$ cat src/rtl/sdram_rfsh_pkg.sv
package sdram_rfsh_pkg;

  typedef struct packed {
    logic cs_n;
    logic ras_n;
    logic cas_n;
    logic we_n;
  } pin_cmd_t;

  localparam pin_cmd_t PIN_NOP  = pin_cmd_t'(4'b1111);
  // refresh and self-refresh entry share this pattern; cke tells them apart
  localparam pin_cmd_t PIN_RFSH = pin_cmd_t'(4'b0001);

  typedef enum logic [1:0] {
    ST_IDLE,
    ST_RWAIT,
    ST_SELF,
    ST_XWAIT
  } seq_st_e;

  function automatic longint unsigned ps_to_cycles(input longint unsigned span_ps,
                                                   input longint unsigned clk_ps);
    return (span_ps + clk_ps - 64'd1) / clk_ps;
  endfunction

endpackage

$ cat src/rtl/sdram_rfsh_timer.sv
module sdram_rfsh_timer #(
  parameter int unsigned PER_DIST  = 3900,
  parameter int unsigned PER_BURST = 8000000
) (
  input  logic clk,
  input  logic rst_n,
  input  logic burst_sel,
  input  logic hold,
  output logic tick
);
  localparam int unsigned PER_MAX = (PER_BURST > PER_DIST) ? PER_BURST : PER_DIST;
  localparam int CW = $clog2(PER_MAX + 1);

  logic [CW-1:0] cnt_q;
  logic [CW-1:0] lim;

  assign lim  = burst_sel ? CW'(PER_BURST - 1) : CW'(PER_DIST - 1);
  assign tick = !hold && (cnt_q >= lim);

  always_ff @(posedge clk) begin
    if (!rst_n)            cnt_q <= '0;
    else if (hold || tick) cnt_q <= '0;
    else                   cnt_q <= cnt_q + 1'b1;
  end
endmodule

$ cat src/rtl/sdram_rfsh_debt.sv
module sdram_rfsh_debt #(
  parameter int unsigned OWED_MAX  = 4096,
  parameter int unsigned BURST_LEN = 2048
) (
  input  logic clk,
  input  logic rst_n,
  input  logic tick,
  input  logic burst_sel,
  input  logic take,
  input  logic load_burst,
  input  logic clear,
  output logic owed_nz
);
  localparam int DW = $clog2(OWED_MAX + 1);
  localparam int unsigned LOAD_V = (BURST_LEN < OWED_MAX) ? BURST_LEN : OWED_MAX;

  logic [DW-1:0] owed_q;
  logic [DW:0]   add_v;
  logic [DW:0]   sum;

  always_comb begin
    add_v = '0;
    if (tick) add_v = burst_sel ? (DW+1)'(BURST_LEN) : (DW+1)'(1);
    sum = {1'b0, owed_q} + add_v - ((take && owed_q != '0) ? (DW+1)'(1) : '0);
  end

  always_ff @(posedge clk) begin
    if (!rst_n)                       owed_q <= '0;
    else if (clear)                   owed_q <= '0;
    else if (load_burst)              owed_q <= DW'(LOAD_V);
    else if (sum > (DW+1)'(OWED_MAX)) owed_q <= DW'(OWED_MAX);
    else                              owed_q <= sum[DW-1:0];
  end

  assign owed_nz = (owed_q != '0);
endmodule

$ cat src/rtl/sdram_rfsh_fsm.sv
module sdram_rfsh_fsm
  import sdram_rfsh_pkg::*;
#(
  parameter int unsigned TRC_CYC = 15
) (
  input  logic     clk,
  input  logic     rst_n,
  input  logic     owed_nz,
  input  logic     ref_gnt,
  input  logic     banks_idle,
  input  logic     lp_req,
  input  logic     burst_sel,
  output pin_cmd_t cmd_o,
  output logic     cke_o,
  output logic     ref_req,
  output logic     lp_ack,
  output logic     take,
  output logic     load_burst,
  output logic     clear,
  output logic     timer_hold
);
  localparam int TW = $clog2(TRC_CYC + 2);
  localparam int unsigned RW_LOAD = (TRC_CYC > 1) ? TRC_CYC - 1 : 1;

  seq_st_e  st_q;
  logic [TW-1:0] wcnt_q;
  pin_cmd_t cmd_q;
  logic     cke_q;
  logic     wait_done;

  assign wait_done  = (wcnt_q == TW'(1));
  assign take       = (st_q == ST_IDLE) && cke_q && owed_nz && ref_gnt && banks_idle;
  assign clear      = (st_q == ST_IDLE) && cke_q && !owed_nz && lp_req && ref_gnt && banks_idle;
  assign load_burst = (st_q == ST_XWAIT) && wait_done && burst_sel;
  assign timer_hold = (st_q == ST_SELF) || (st_q == ST_XWAIT);
  assign ref_req    = (st_q != ST_IDLE) || owed_nz || lp_req;
  assign lp_ack     = (st_q == ST_SELF);
  assign cmd_o      = cmd_q;
  assign cke_o      = cke_q;

  always_ff @(posedge clk) begin
    if (!rst_n) begin
      st_q   <= ST_IDLE;
      wcnt_q <= '0;
      cmd_q  <= PIN_NOP;
      cke_q  <= 1'b1;
    end else begin
      cmd_q <= PIN_NOP;
      unique case (st_q)
        ST_IDLE: begin
          if (take) begin
            cmd_q  <= PIN_RFSH;
            wcnt_q <= TW'(RW_LOAD);
            st_q   <= ST_RWAIT;
          end else if (clear) begin
            cmd_q <= PIN_RFSH;
            cke_q <= 1'b0;
            st_q  <= ST_SELF;
          end
        end
        ST_SELF: begin
          if (!lp_req) begin
            cke_q  <= 1'b1;
            wcnt_q <= TW'(TRC_CYC);
            st_q   <= ST_XWAIT;
          end
        end
        ST_RWAIT, ST_XWAIT: begin
          if (wait_done) st_q <= ST_IDLE;
          else           wcnt_q <= wcnt_q - 1'b1;
        end
        default: st_q <= ST_IDLE;
      endcase
    end
  end
endmodule

$ cat src/rtl/sdram_rfsh_seq.sv
module sdram_rfsh_seq
  import sdram_rfsh_pkg::*;
#(
  parameter int unsigned      CLK_PS       = 4000,
  parameter int unsigned      TRC_PS       = 60000,
  parameter longint unsigned  REFI_PS      = 64'd15_600_000,
  parameter longint unsigned  BURST_WIN_PS = 64'd32_000_000_000,
  parameter int unsigned      BURST_LEN    = 2048,
  parameter int unsigned      OWED_MAX     = 4096
) (
  input  logic clk,
  input  logic rst_n,
  input  logic burst_mode,
  input  logic banks_idle,
  input  logic ref_gnt,
  output logic ref_req,
  input  logic lp_req,
  output logic lp_ack,
  output logic cs_n,
  output logic ras_n,
  output logic cas_n,
  output logic we_n,
  output logic cke
);
  localparam int unsigned TRC_CYC   = 32'(ps_to_cycles(64'(TRC_PS), 64'(CLK_PS)));
  localparam int unsigned REFI_CYC  = 32'(ps_to_cycles(REFI_PS, 64'(CLK_PS)));
  localparam int unsigned BURST_CYC = 32'(ps_to_cycles(BURST_WIN_PS, 64'(CLK_PS)));

  logic     tick, hold, owed_nz, take, load_burst, clear;
  pin_cmd_t cmd;

  sdram_rfsh_timer #(.PER_DIST(REFI_CYC), .PER_BURST(BURST_CYC)) u_timer (
    .clk(clk), .rst_n(rst_n), .burst_sel(burst_mode), .hold(hold), .tick(tick)
  );

  sdram_rfsh_debt #(.OWED_MAX(OWED_MAX), .BURST_LEN(BURST_LEN)) u_debt (
    .clk(clk), .rst_n(rst_n), .tick(tick), .burst_sel(burst_mode), .take(take),
    .load_burst(load_burst), .clear(clear), .owed_nz(owed_nz)
  );

  sdram_rfsh_fsm #(.TRC_CYC(TRC_CYC)) u_fsm (
    .clk(clk), .rst_n(rst_n), .owed_nz(owed_nz), .ref_gnt(ref_gnt),
    .banks_idle(banks_idle), .lp_req(lp_req), .burst_sel(burst_mode),
    .cmd_o(cmd), .cke_o(cke), .ref_req(ref_req), .lp_ack(lp_ack),
    .take(take), .load_burst(load_burst), .clear(clear), .timer_hold(hold)
  );

  assign cs_n  = cmd.cs_n;
  assign ras_n = cmd.ras_n;
  assign cas_n = cmd.cas_n;
  assign we_n  = cmd.we_n;
endmodule

$ cat config.mk
export PLATFORM = sky130hd
export DESIGN_NAME = sdram_rfsh_seq
export DESIGN_NICKNAME = d
export VERILOG_FILES = /design/src/rtl/sdram_rfsh_pkg.sv /design/src/rtl/sdram_rfsh_timer.sv /design/src/rtl/sdram_rfsh_debt.sv /design/src/rtl/sdram_rfsh_fsm.sv /design/src/rtl/sdram_rfsh_seq.sv
export SDC_FILE = /design/constraint.sdc
export NUM_CORES = 1
export LEC_CHECK = 0
export BUFFER_PORTS_ARGS = -buffer_cell sky130_fd_sc_hd__buf_2
export CAP_MARGIN = 15
export CORE_ASPECT_RATIO = 1.2
export CORE_MARGIN = 5
export CORE_UTILIZATION = 55
export DETAILED_ROUTE_END_ITERATION = 7
export MAX_ROUTING_LAYER = met4
export PLACE_DENSITY_LB_ADDON = 0.05
export SLEW_MARGIN = 30
export SYNTH_ARGS = -nofsm -noshare
export SYNTH_HDL_FRONTEND = slang
export SYNTH_SLANG_ARGS = --single-unit
export TNS_END_PERCENT = 30
$ cat constraint.sdc
create_clock -name clk -period 12.2 [get_ports clk]
set_input_delay 1.83 -clock clk [delete_from_list [all_inputs] [get_ports clk]]
set_output_delay 1.83 -clock clk [all_outputs]
set_load 0.02 [all_outputs]
==> results.cfg <==
[run_status]
outcome = complete, no violations

[finish]
final_net_count = 397
filler_cell_count = 479
layout-drive-gt1-share = 0.0787
area_delta_synth_final_pct = 6.97
antenna_cells = 0

[floorplan]
pin_count = 13
die_height_um = 89.1
std_cell_rows = 28
die_area_mm2 = 0.00677
core-area_mm2 = 0.00501
die-width_um = 75.9
start_util = 0.573

[power_and_ir_drop]
p_leak_nw = 1.27
irDropWorstVdd_mv = 0.0898
cellPowerDensity_mw_per_mm2 = 238

[route]
vias = 2265
drtPass1Iterations = 6
routed_wl_um = 5370
drc_markers = 0
route.detailed.wl_per_inst_um = 12.9
drt.antenna.violating_nets = 0
detail_route.iter0.violations = 112
avgViaCountPerCell = 5.44

[timing]
setup_slack_ns = 6.78
rel_slew_slack = 0.421
finalMaxSlewViolations = 0
finalHoldViolations = 0
final.period_utilization = 0.444
timing.setup.tns_ns = 0
timing.final.crit_period_ns = 5.42
worst_pin_slew_ns = 0.856
fmaxAchievable_mhz = 185
rsz0062_at_grt = false
endpoints_failing_setup = 0
fin_skew_ns = 0.0129

[logic_synthesis]
ys_types = 51
synth.yosys.warnings = 0
synth_common_cells = 52 x sky130_fd_sc_hd__nor2_1, 45 x sky130_fd_sc_hd__dfxtp_1, 35 x sky130_fd_sc_hd__ha_1, 29 x sky130_fd_sc_hd__inv_1, 20 x sky130_fd_sc_hd__a21oi_1
most_common_cell_in_the_synthesized_netlist = sky130_fd_sc_hd__nor2_1
syn_area_mm2 = 0.00287
synth_area_leader_cell = sky130_fd_sc_hd__dfxtp_1
synth.top_cells.by_area = sky130_fd_sc_hd__dfxtp_1 31%, sky130_fd_sc_hd__ha_1 15%, sky130_fd_sc_hd__nor2_1 6.8%, sky130_fd_sc_hd__xor2_1 5.5%, sky130_fd_sc_hd__xnor2_1 5.2%
post_synthesis_simple_gate_area_fraction = 0.246
mux_share_of_post_synthesis_cell_area = 0
sequential_share_of_the_synthesized_area = 0.314
yosys.area_share.xor_xnor = 0.107
largest_family_of_logic_cells_by_synthesized_area = simple AND/OR/NAND/NOR gates
synthesis_stage_register_bit_count = 45
number_of_enable_flip_flop_cells_after_synthesis = 0
postSynth.topFlopCell = sky130_fd_sc_hd__dfxtp_1
synth_area_per_cell_um2 = 8.34
synth_nets = 386
synthAdderAreaFrac = 0.160
synth_compound_area_frac = 0.117
async_reset_ff_frac = 0
synth_top_cell_area_share = 0.314
post_synth_inst_count = 344

[clock_tree]
clock_tree.root_cell = sky130_fd_sc_hd__clkbuf_8
clk_latency_ns = 0.30
cts-root-to-sink-buffers = 2
htreeDepth = 2
cts_hold_buffers = 0
cts_tree = yes
postCtsSetupBuffers = 0
cts_made_buffers = 5
number_of_clock_sinks = 45
cts-resized-gates = 0
path_clk_slew_ns = 0.09

[placement]
finalWeightedCongestion = 0.810
hpwl_um = 4110
dp_slack_ns = 6.48
io_buffer_count = 11

[setup_path]
crit_path_top_delay_cell = sky130_fd_sc_hd__or4_1
crit_type = input port to register
cp_num_buf_inv = 3
max_stage_delay_ns = 0.62
critical_path.cell_chain = buf_2 -> inv_1 -> ha_1 -> nand4_1 -> a21oi_1 -> o31ai_1 -> a21oi_1 -> nor2_1 -> nor4_1 -> ha_1 -> inv_1 -> fa_1 -> nand2b_1 -> a21oi_1 -> a21o_1 -> a31oi_1 -> xnor2_1 -> or4_1 -> nor2_1
critical_path.endpoint_type = register
cp.required_ns = 12.43
rrSetupSlack_ns = 7.91
timing.critical_path.fanout_max = 11
path_common_cell = sky130_fd_sc_hd__a21oi_1
cp.arrival_ns = 5.65
crit_path_start_kind = input port
path_delay_family = simple AND/OR/NAND/NOR gates

[job]
maxCapViolCount = 0

[global_route]
grt_pass1_wl_um = 9380
groute.usage.overall = 0.172
grt_max_degree = 23
antenna_found_initial = 0
number_of_global_route_vias_before_repair = 2223
globalRouteOverflowTotal = 0

[worst_hold_path]
worstHoldPathType = register to register
metrics by stage:
stage	cell area [um2]	util	hold slack [ns]	power, W	std cells
2_1_floorplan	2870	-	0.425	0.000545	344
3_3_place_gp	2960	0.590	0.438	0.000610	408
3_5_place_dp	2960	0.590	0.449	0.000615	408
4_1_cts	3070	0.613	0.467	0.000735	416
5_1_grt	3070	0.613	0.528	0.000797	416
6_report	3070	0.613	0.461	0.000729	416
layout by cell type (no fill, tap or decap), types with 3 or more instances in the layout:
cell type | synthesis | final
sky130_fd_sc_hd__nor4_1 | 4 | 4
sky130_fd_sc_hd__nand2_1 | 19 | 19
sky130_fd_sc_hd__nor2_1 | 52 | 52
sky130_fd_sc_hd__or4_1 | 4 | 4
sky130_fd_sc_hd__o21bai_1 | 4 | 4
sky130_fd_sc_hd__inv_1 | 29 | 29
sky130_fd_sc_hd__xor2_1 | 18 | 18
sky130_fd_sc_hd__ha_1 | 35 | 35
sky130_fd_sc_hd__a21oi_1 | 20 | 20
sky130_fd_sc_hd__dfxtp_1 | 45 | 45
sky130_fd_sc_hd__buf_2 | 0 | 11
sky130_fd_sc_hd__nand2b_1 | 6 | 6
sky130_fd_sc_hd__xnor2_1 | 17 | 17
sky130_fd_sc_hd__a21o_1 | 4 | 4
sky130_fd_sc_hd__clkbuf_8 | 0 | 5
sky130_fd_sc_hd__nor2b_1 | 5 | 5
sky130_fd_sc_hd__o31ai_1 | 5 | 5
sky130_fd_sc_hd__nor3_1 | 7 | 7
sky130_fd_sc_hd__nand3_1 | 11 | 11
sky130_fd_sc_hd__nand4_1 | 7 | 7
sky130_fd_sc_hd__o21ai_0 | 7 | 7
sky130_fd_sc_hd__and3_1 | 3 | 3
logic make-up (layout without fill, tap and decap cells):
| family | after synthesis | count (layout) |
|---|---|---|
| other cells | 1 | 1 |
| xor+xnor | 35 | 35 |
| buf+inv | 37 | 49 |
| flops | 45 | 45 |
| compound gates | 53 | 53 |
| simple gates | 137 | 137 |
| fa+ha+maj | 36 | 36 |
worst register-to-register path, delay by kind of cell (launching register included):
| kind | cells | cell delay, ns |
|---|---|---|
| simple gates | 6 | 2.16 |
| fa+ha+maj | 3 | 0.82 |
| compound gates | 3 | 0.62 |
| flops | 1 | 0.37 |
| xor+xnor | 1 | 0.16 |
| buf+inv | 2 | 0.12 |
registers in the layout (all words and copies together) (netlist names):
| name | flops |
|---|---|
| u_timer.cnt_q | 23 |
| u_debt.owed_q | 13 |
| u_fsm.wcnt_q | 5 |
| u_fsm.st_q | 2 |
| u_fsm.cke_o | 1 |
| u_fsm.cmd_o | 1 |
power breakdown:
part / internal, W / leakage [nW] / switching (W)
clock network: 0.0000613 / 0.0543 / 0.0000531
registers: 0.000172 / 0.365 / 0.0000251
logic: 0.000190 / 0.854 / 0.000228
total: 0.000423 / 1.27 / 0.000306
metal layers:
| layer | global-route usage | routed length, um |
|---|---|---|
| met4 | 0.0599 | 75 |
| met1 | 0.186 | 2430 |
| met3 | 0.0333 | 137 |
| met2 | 0.316 | 2720 |
| met5 | - | 0 |
worst paths after layout:
check                                      start          endpoint  cells after the start
worst min-delay path            u_timer.cnt_q[0]  u_timer.cnt_q[0]                      1
worst min register to register  u_timer.cnt_q[0]  u_timer.cnt_q[0]                      1
worst max-delay path                  burst_mode  u_debt.owed_q[2]                     19
worst max register to register  u_debt.owed_q[1]  u_debt.owed_q[2]                     15
cell type report:
class                   instances  area (um2)  share of cell area
flip-flops and latches         45         901               0.293
multi-input cells             262        1810               0.590
repair buffers                 11        55.1              0.0179
well taps                      60        75.1              0.0244
clock inverters                 3        46.3              0.0151
inverters                      30         113              0.0367
clock buffers                   5        68.8              0.0224
Power figures use the tool's default switching activity.
